### src/rtl/aud_rx_pkg.sv
package aud_rx_pkg;

  localparam int unsigned LEN_W = 6;

  typedef enum logic [1:0] {
    ALN_RIGHT = 2'd0,
    ALN_LEFT  = 2'd1,
    ALN_I2S   = 2'd2
  } align_e;

  typedef struct packed {
    align_e           align;
    logic [LEN_W-1:0] len;
    logic             bad;
  } rx_cfg_t;

  // Code bit order {length-hi, length-lo, i2s}
  function automatic rx_cfg_t decode_fmt(input logic [2:0] code);
    rx_cfg_t c;
    c.bad   = 1'b0;
    c.align = ALN_LEFT;
    c.len   = LEN_W'(24);
    unique case (code)
      3'b000: begin c.align = ALN_RIGHT; c.len = LEN_W'(16); end
      3'b010: begin c.align = ALN_RIGHT; c.len = LEN_W'(20); end
      3'b100: begin c.align = ALN_RIGHT; c.len = LEN_W'(24); end
      3'b110: begin c.align = ALN_LEFT;  c.len = LEN_W'(24); end
      3'b001: begin c.align = ALN_I2S;   c.len = LEN_W'(16); end
      3'b011: begin c.align = ALN_I2S;   c.len = LEN_W'(24); end
      default: begin c.align = ALN_LEFT; c.len = LEN_W'(24); c.bad = 1'b1; end
    endcase
    return c;
  endfunction

endpackage

### src/rtl/aud_fmt_decode.sv
module aud_fmt_decode
  import aud_rx_pkg::*;
(
  input  logic       clk,
  input  logic       rst_n,
  input  logic [2:0] fmt_code,
  output rx_cfg_t    cfg_q,
  output logic       fmt_err
);

  rx_cfg_t cfg_d;

  always_comb cfg_d = decode_fmt(fmt_code);

  always_ff @(posedge clk) begin
    if (!rst_n) begin
      cfg_q <= '{align: ALN_RIGHT, len: LEN_W'(16), bad: 1'b0};
    end else begin
      cfg_q <= cfg_d;
    end
  end

  assign fmt_err = cfg_q.bad;

endmodule

### src/rtl/aud_bit_framer.sv
module aud_bit_framer
  import aud_rx_pkg::*;
#(
  parameter int unsigned W = 24
) (
  input  logic         clk,
  input  logic         rst_n,
  input  logic         word_clk,
  input  logic         sdata,
  input  rx_cfg_t      cfg,
  output logic         cap_valid,
  output logic         cap_right,
  output logic [W-1:0] cap_word
);

  localparam int unsigned CW = $clog2(W + 2);
  localparam int unsigned IW = $clog2(W);
  localparam logic [CW-1:0] POS_MAX = '1;

  logic [W-1:0]  sr, sr_next;
  logic [CW-1:0] idx, pos;
  logic          wc_q, primed, synced, wc_edge;
  logic          take, take_right;
  logic [W-1:0]  take_src, word_d;

  function automatic logic [W-1:0] sext(input logic [W-1:0] src, input logic [LEN_W-1:0] len);
    logic [W-1:0] r;
    int           top;
    logic [IW-1:0] topi;
    top = (int'(len) > 0) ? int'(len) - 1 : 0;
    if (top > int'(W) - 1) top = int'(W) - 1;
    topi = IW'(top);
    for (int i = 0; i < int'(W); i++) begin
      r[i] = (i <= top) ? src[i] : src[topi];
    end
    return r;
  endfunction

  // Bit position inside the current half-frame; saturates until a transition
  always_comb begin
    wc_edge = primed && (word_clk != wc_q);
    if (wc_edge)           pos = '0;
    else if (idx == POS_MAX) pos = idx;
    else                   pos = idx + 1'b1;
    sr_next = {sr[W-2:0], sdata};
  end

  always_comb begin
    take       = 1'b0;
    take_right = 1'b0;
    take_src   = sr_next;
    unique case (cfg.align)
      ALN_RIGHT: begin
        // word ends just before the transition: register holds it untouched
        take       = wc_edge && synced;
        take_right = !wc_q;
        take_src   = sr;
      end
      ALN_LEFT: begin
        take       = (pos == CW'(int'(cfg.len) - 1));
        take_right = !word_clk;
      end
      ALN_I2S: begin
        take       = (pos == CW'(cfg.len));
        take_right = word_clk;
      end
      default: take = 1'b0;
    endcase
    word_d = cfg.bad ? '0 : sext(take_src, cfg.len);
  end

  always_ff @(posedge clk) begin
    if (!rst_n) begin
      sr        <= '0;
      idx       <= POS_MAX;
      wc_q      <= 1'b0;
      primed    <= 1'b0;
      synced    <= 1'b0;
      cap_valid <= 1'b0;
      cap_right <= 1'b0;
      cap_word  <= '0;
    end else begin
      primed    <= 1'b1;
      wc_q      <= word_clk;
      sr        <= sr_next;
      idx       <= pos;
      if (wc_edge) synced <= 1'b1;
      cap_valid <= take;
      if (take) begin
        cap_right <= take_right;
        cap_word  <= word_d;
      end
    end
  end

  a_r5_sign_fill: assert property (@(posedge clk) disable iff (!rst_n)
    (cap_valid && $past(cfg.len) == LEN_W'(16))
      |-> (cap_word[W-1:15] == '0 || cap_word[W-1:15] == '1));

  a_r6_reserved_zero: assert property (@(posedge clk) disable iff (!rst_n)
    (cap_valid && $past(cfg.bad)) |-> (cap_word == '0));

endmodule

### src/rtl/aud_pair_out.sv
module aud_pair_out #(
  parameter int unsigned W = 24
) (
  input  logic         clk,
  input  logic         rst_n,
  input  logic         cap_valid,
  input  logic         cap_right,
  input  logic [W-1:0] cap_word,
  input  logic         out_ready,
  output logic         out_valid,
  output logic [W-1:0] out_left,
  output logic [W-1:0] out_right,
  output logic         overrun
);

  logic [W-1:0] left_hold;
  logic         left_ok;
  logic         pair_done;

  assign pair_done = cap_valid && cap_right && left_ok;

  always_ff @(posedge clk) begin
    if (!rst_n) begin
      left_hold <= '0;
      left_ok   <= 1'b0;
      out_valid <= 1'b0;
      out_left  <= '0;
      out_right <= '0;
      overrun   <= 1'b0;
    end else begin
      if (cap_valid && !cap_right) begin
        left_hold <= cap_word;
        left_ok   <= 1'b1;
      end else if (pair_done) begin
        left_ok   <= 1'b0;
      end
      if (pair_done) begin
        out_left  <= left_hold;
        out_right <= cap_word;
        out_valid <= 1'b1;
      end else if (out_ready) begin
        out_valid <= 1'b0;
      end
      overrun <= pair_done && out_valid && !out_ready;
    end
  end

  a_r8_hold_stable: assert property (@(posedge clk) disable iff (!rst_n)
    (out_valid && !out_ready && !pair_done)
      |=> (out_valid && $stable(out_left) && $stable(out_right)));

  a_r9_overrun_cause: assert property (@(posedge clk) disable iff (!rst_n)
    overrun |-> $past(out_valid && !out_ready));

  a_r9_handover: assert property (@(posedge clk) disable iff (!rst_n)
    (out_valid && out_ready && pair_done) |=> (out_valid && !overrun));

  a_r7_pair_source: assert property (@(posedge clk) disable iff (!rst_n)
    $rose(out_valid) |-> $past(cap_valid && cap_right));

endmodule

### src/rtl/aud_serial_rx.sv
module aud_serial_rx
  import aud_rx_pkg::*;
#(
  parameter int unsigned SAMPLE_W = 24
) (
  input  logic                bclk,
  input  logic                rst_n,
  input  logic                word_clk,
  input  logic                sdata,
  input  logic [2:0]          fmt_code,
  input  logic                out_ready,
  output logic                out_valid,
  output logic [SAMPLE_W-1:0] out_left,
  output logic [SAMPLE_W-1:0] out_right,
  output logic                overrun,
  output logic                fmt_err
);

  rx_cfg_t             cfg_q;
  logic                cap_valid, cap_right;
  logic [SAMPLE_W-1:0] cap_word;

  aud_fmt_decode u_dec (
    .clk      (bclk),
    .rst_n    (rst_n),
    .fmt_code (fmt_code),
    .cfg_q    (cfg_q),
    .fmt_err  (fmt_err)
  );

  aud_bit_framer #(.W(SAMPLE_W)) u_framer (
    .clk       (bclk),
    .rst_n     (rst_n),
    .word_clk  (word_clk),
    .sdata     (sdata),
    .cfg       (cfg_q),
    .cap_valid (cap_valid),
    .cap_right (cap_right),
    .cap_word  (cap_word)
  );

  aud_pair_out #(.W(SAMPLE_W)) u_pair (
    .clk       (bclk),
    .rst_n     (rst_n),
    .cap_valid (cap_valid),
    .cap_right (cap_right),
    .cap_word  (cap_word),
    .out_ready (out_ready),
    .out_valid (out_valid),
    .out_left  (out_left),
    .out_right (out_right),
    .overrun   (overrun)
  );

endmodule

### config.mk
export PLATFORM = sky130hd
export DESIGN_NAME = aud_serial_rx
export DESIGN_NICKNAME = d
export VERILOG_FILES = /design/src/rtl/aud_rx_pkg.sv /design/src/rtl/aud_fmt_decode.sv /design/src/rtl/aud_bit_framer.sv /design/src/rtl/aud_pair_out.sv /design/src/rtl/aud_serial_rx.sv
export SDC_FILE = /design/constraint.sdc
export NUM_CORES = 1
export LEC_CHECK = 0
export ABC_AREA = 1
export CAP_MARGIN = 30
export CORE_ASPECT_RATIO = 0.75
export CORE_MARGIN = 2
export CORE_UTILIZATION = 50
export DETAILED_ROUTE_END_ITERATION = 10
export PLACE_DENSITY = 0.83
export SLEW_MARGIN = 20
export SYNTH_ARGS = -nofsm -noshare
export SYNTH_HDL_FRONTEND = slang
export SYNTH_SLANG_ARGS = --single-unit
### constraint.sdc
create_clock -name bclk -period 2.9 [get_ports bclk]
set_clock_uncertainty 0.2 [all_clocks]
set_input_delay 0.87 -clock bclk [delete_from_list [all_inputs] [get_ports bclk]]
set_output_delay 0.87 -clock bclk [all_outputs]
set_load 0.03 [all_outputs]
==> Word-level counts from Yosys, hierarchy flattened <==
Cells that the tools add are included.
{ "word_totals": {"reg_bits": 142, "inputBits": 8} }
{ "classes": {"n_addsub": 2, "magnitude_cmp": 27, "eq_ne": 11, "muxes": 41, "reduce_logical": 16} }
{ "ops": {"columns": ["cell", "n"], "rows": [
  ["$le A5 B32 Y1 const A", 8],
  ["$le A6 B32 Y1 const A", 8],
  ["$le A4 B32 Y1 const A", 4],
  ["$le A3 B32 Y1 const A", 2],
  ["$mux W32", 2],
  ["$mux W24", 2],
  ["$pmux W8 S5", 1],
  ["$gt A32 B6 Y1 const B", 1],
  ["$le A1 B32 Y1 const A", 1],
  ["$le A2 B32 Y1 const A", 1],
  ["$mux W1", 31],
  ["$eq A5 B5 Y1", 2],
  ["$mux W5", 2],
  ["$logic_and A1 B1 Y1", 7],
  ["$sub A6 B1 Y7 const B", 1],
  ["$eq A3 B2 Y1 const B", 2],
  ["$eq A3 B3 Y1 const B", 2],
  ["$gt A6 B1 Y1 const B", 1],
  ["$lt A5 B6 Y1 const B", 1],
  ["$pmux W1 S3", 2],
  ["$reduce_or A6 Y1", 1],
  ["$add A5 B1 Y5 const B", 1],
  ["$bmux W1 S5", 1],
  ["$eq A5 B5 Y1 const B", 1],
  ["8 further kinds", 12]
]} }

==> Longest topological paths before layout <==
{ "depth": {"depth_word": 8, "ltp_mapped": 15, "mapped_depth_nobuf": 15} }

==> By module <==
Synthesis repeated with hierarchy kept, for this count alone.
{ "unflattened": {"hier_cells": 1044, "hier_area_um2": 6646.4} }
{ "modules_own_cells": {"columns": ["module", "n_inst", "cells_each", "area_each_um2"], "rows": [
  ["aud_bit_framer", 1, 550, 3408.3],
  ["aud_pair_out", 1, 468, 3036.7],
  ["aud_fmt_decode", 1, 26, 201.4]
]} }

==> Worst setup path before layout <==
No wires, ideal clock.
{ "synth_path": {"path_type": "input -> register", "start": "in word_clk", "end": "reg u_framer.cap_right", "setup_time_ps": 115, "arrival_ps": 1972, "slack_ps": 613, "path_stages": 14, "path_cell_list": "inv_1 > nand2_1 > nand3_2 > buf_4 > nand3_1 > nand2_1 > nand2_1 > nor2_2 > nand2_2 > nand2_4 > buf_6 > nand3_1 > nand2_1 > nor2_1"} }
{ "synth_via": {"elab_chain_len": 5, "word_cells_on_any_way": 9} }
{ "synth_lines": {"columns": ["item", "line", "text"], "rows": [
  ["from (decl)", "aud_serial_rx.sv:8", "input logic word_clk,"],
  ["$ne A1 B1 Y1", "aud_bit_framer.sv:41", "wc_edge = primed && (word_clk != wc_q);"],
  ["$logic_and A1 B1 Y1", "aud_bit_framer.sv:41", null],
  ["$mux W5", "aud_bit_framer.sv:42", "if (wc_edge) pos = '0;"],
  ["$eq A5 B5 Y1 (on tied branches)", "aud_bit_framer.sv:64, aud_bit_framer.sv:60", null],
  ["$pmux W1 S3", "aud_bit_framer.sv:52", "unique case (cfg.align)"],
  ["to (signal assigned)", "aud_bit_framer.sv:90", "cap_right <= take_right;"],
  ["to (decl)", "aud_bit_framer.sv:12", "output logic cap_right,"]
]} }
Several ways; a longest one is shown, not always the timed one.
A chain may end at the register's enable or synchronous reset.

==> Final worst setup path <==
{ "layout_path": {"start": "in word_clk", "end": "reg u_framer.cap_word[17]"} }
{ "layout_via": {"elab_chain_len": 5, "word_cells_on_any_way": 7} }
{ "layout_lines": {"columns": ["item", "line", "text"], "rows": [
  ["$ne A1 B1 Y1 *", "aud_bit_framer.sv:41", null],
  ["$logic_and A1 B1 Y1 *", "aud_bit_framer.sv:41", null],
  ["$mux W5", "aud_bit_framer.sv:42", null],
  ["$eq A5 B5 Y1 (on tied branches)", "aud_bit_framer.sv:64, aud_bit_framer.sv:60", null],
  ["$pmux W1 S3 *", "aud_bit_framer.sv:52", null],
  ["to (signal assigned)", "aud_bit_framer.sv:91", "cap_word <= word_d;"],
  ["to (decl)", "aud_bit_framer.sv:13", "output logic [W-1:0] cap_word"]
]} }
Every way passes the cells marked *; elsewhere a longest branch is shown, timed or not.

==> summary.txt <==
Status
  – Status: completed

Floorplanning
  – Initial Util: 51.2%
  – CORE AREA: 0.0109 mm2
  – Die height: 95.5 um
  – Die extent in x: 126 um
  – I/O pin count: 59
  – Die Area: 0.0120 mm2
  – Row cnt: 33

CTS
  – Max Buffers Root-to-Sink: 2
  – # resized after CTS: 0
  – Post-CTS Setup Bufs: 0
  – CTS Hold Bufs: 0
  – Number of CTS-inserted buffers: 17
  – Clock slew at reported path FFs: 50 ps
  – Sink Count: 138
  – H-tree Lvls: 4
  – Clk root buf: clkbuf_16
  – Skew-Pair Late Insertion Delay: 410 ps
  – CTS tree: yes

Worst hold path
  – Hold wc startpoint: u_framer.sr[10]
  – Hold-critical path endpoint: u_framer.sr[11]
  – Worst Hold Path Cells: 2
  – Hold WC Path Type: flip-flop to flip-flop

Layout
  – Layout Nets: 825
  – Register area: 0.00276 mm2
  – Ant diodes: 0
  – Layout cell share with drive strength beyond 1: 6.71%
  – Area of the multi-input gates: 0.00219 mm2
  – # fillers: 910
  – Area Overhead vs Synth: 23.5%

Yosys
  – Register area share after synthesis: 49.5%
  – Library cells used by synthesis: 32
  – YS warnings: 0
  – Syn Nets: 777
  – Asr flop ratio synth: 0%
  – Top cells by area, synth: dfxtp_1 (50%), nand2_1 (8.2%), o21ai_0 (7.6%), a21oi_1 (7.4%), inv_1 (7.3%)
  – Share of the synthesized area in the top cell type: 49.5%
  – Synthesized cell area: 0.00558 mm2
  – Seq cells post-synth: 138
  – Ys flop type: dfxtp_1
  – Post-Syn Instances: 761
  – Avg Inst Size Synth: 7.33 um2
  – Area leader, netlist: dfxtp_1
  – EDFF count, synth: 0

GRT
  – Total GRT Usage: 21.8%
  – Total gr overflow: 0
  – Number of global-route vias before repair: 4339
  – Largest net degree at the start of global routing: 99
  – First-pass GRT wire length: 20700 um
  – Initial antenna violation count: 0

Setup path
  – Worst Setup Start Kind: primary input
  – Reg-to-reg endpoint: u_framer.cap_word[11]
  – CP Class: primary input to flip-flop
  – CP endpoint kind: flip-flop
  – Req. time, crit path: 3000 ps
  – R2R setup slack: 460 ps
  – Critical Path Fanout Max: 12
  – RR Startpoint: u_dec.cfg_q[7]
  – Worst Path Arrival: 2700 ps
  – Worst reg-to-reg path cell count: 12

Placement
  – GPL Wtd Cong: 0.853
  – PortBufs: 58
  – Post-DP HPWL: 8110 um
  – Dpl ws: -80.6 ps

STA
  – Final Hold Viols: 0
  – Final setup fails: 0
  – Fmax achieved: 384 MHz
  – Final setup margin: 299 ps
  – Tmin final: 2600 ps
  – Worst Max-Slew Pin Slew: 814 ps
  – Final period util: 89.7%
  – Final slew viol count: 0
  – RSZ-0062 raised after global routing: false
  – Slew HR: 45.7%
  – WHS: 223 ps

Power
  – VDD IR-drop max: 0.494 mV
  – PwrDens: 666 mW/mm2
  – Psw: 0.00109 W
  – Clk pwr share: 46.9%
  – Leak pwr: 3.03 nW
  – Sw Ratio: 23.8%
  – Int Power: 0.00349 W
  – Combinational power share: 9.2%
  – Reg power frac: 43.9%

Job
  – Max Cap Viol: 0

Drt
  – 1st-pass router iterations: 4
  – Drt wl/cell: 13.0 um
  – # DRC: 0
  – Total wire length: 12500 um
  – Via density: 5.09
  – Initial drt markers: 431
  – Vias: 4885
  – Post-route ant nets: 0
-- layout make-up --
class	count	area share, %
clock buffers	21	6.69
repair buffers	74	11.0
multi-input cells	466	31.8
flip-flops and latches	138	40.1
clock inverters	9	1.78
inverters	112	6.10
well taps	140	2.54
-- synthesized netlist by cell type (2+ instances only) --
cell type  number
buf_6           4
nor2_1         95
inv_1         109
o211ai_1        5
buf_2           5
nand2_4         2
buf_1           2
clkinv_1        2
nand3_1        47
dfxtp_1       138
o21ai_1         2
nand2_1       122
ha_1            8
o22ai_1         2
a21oi_1        82
clkbuf_1       33
nor2_2          2
nor3_1          2
nand4_1         2
o21ai_0        85
-- metal layers --
layer | up-vias | GRT usage [%] | part of all wire [%]
met5 | - | 0 | 0
met4 | 0 | 8.24 | 1.9
met3 | 20 | 6.00 | 6.1
met2 | 140 | 32.2 | 43
met1 | 2221 | 30.4 | 49
li1 | 2504 | - | -
-- worst max-delay path, cell delays in order --
cell and delay, ps:
clkdlybuf4s50_1 500, inv_1 60, nand2_1 70, nand3_2 190, nand3_1 130, nand2_1 50
nor2_1 80, nand2_1 50, nor2_1 100, nand2_2 70, nand2_4 150, buf_12 150
nand3_1 80, nand2_1 100, nor2_1 50
-- how the worst max path moves through the flow --
stage                         from               endpoint  depth (start not counted)
after global routing      word_clk  u_framer.cap_word[17]                         15
after global placement    word_clk   u_framer.cap_word[3]                         15
after floorplan           word_clk     u_framer.cap_right                         14
after CTS                 word_clk  u_framer.cap_word[17]                         15
after detailed placement  word_clk  u_framer.cap_word[11]                         15
final                     word_clk  u_framer.cap_word[17]                         15
-- stage by stage --
step	TNS, ps	utilization [%]	total power, W	cells	area [um2]
6_report	0	63.2	0.00459	960	6890
5_1_grt	0	63.2	0.00476	960	6890
4_1_cts	0	63.2	0.00460	960	6890
3_5_place_dp	-1280	57.8	0.00246	930	6300
3_3_place_gp	-875	57.6	0.00245	929	6280
2_1_floorplan	0	-	0.00235	761	5580
-- cells in the final DEF (no fill, tap or decap), types with 2 or more instances in the layout --
master / Yosys / layout
o211ai_1: 5 / 5
o22ai_1: 2 / 2
clkbuf_8: 0 / 2
clkbuf_16: 0 / 17
ha_1: 8 / 8
inv_1: 109 / 109
o21ai_0: 85 / 85
nand2_1: 122 / 122
nand3_1: 47 / 46
clkinv_2: 0 / 5
nor2_2: 2 / 2
clkinv_1: 2 / 2
o21ai_1: 2 / 2
buf_12: 0 / 3
nand4_1: 2 / 2
nand2_4: 2 / 2
nand3_2: 1 / 2
clkdlybuf4s50_1: 0 / 57
dfxtp_1: 138 / 138
bufinv_16: 0 / 3
clkbuf_1: 33 / 2
a21oi_1: 82 / 82
buf_4: 1 / 13
nor3_1: 2 / 2
nor2_1: 95 / 95
-- state kept, by name (all words and copies together) (netlist names), 4 cells and up --
register	count
u_dec.cfg_q	4
u_pair.out_right	24
u_framer.idx	5
u_framer.cap_word	24
u_pair.left_hold	24
u_pair.out_left	24
u_framer.sr	24
-- power groups by stage --
| stage | sequential, W | combinational, W | clock [W] |
|---|---|---|---|
| after CTS | 0.00201 | 0.000421 | 0.00217 |
| after global placement | 0.00205 | 0.000403 | 0 |
| after floorplan | 0.00203 | 0.000317 | 0 |
| after detailed placement | 0.00205 | 0.000412 | 0 |
| after global routing | 0.00202 | 0.000482 | 0.00226 |
| final | 0.00201 | 0.000424 | 0.00215 |
-- kinds of logic after synthesis --
family | after synthesis | synth area share (%)
buffers and inverters | 157 | 11.3
xor gates and xnor gates | 1 | 0.157
AOI/OAI and AO/OA | 179 | 16.5
DFF | 138 | 49.5
and+or+nand+nor | 278 | 20.7
adders and majority gates | 8 | 1.80
Power figures use the tool's default switching activity.
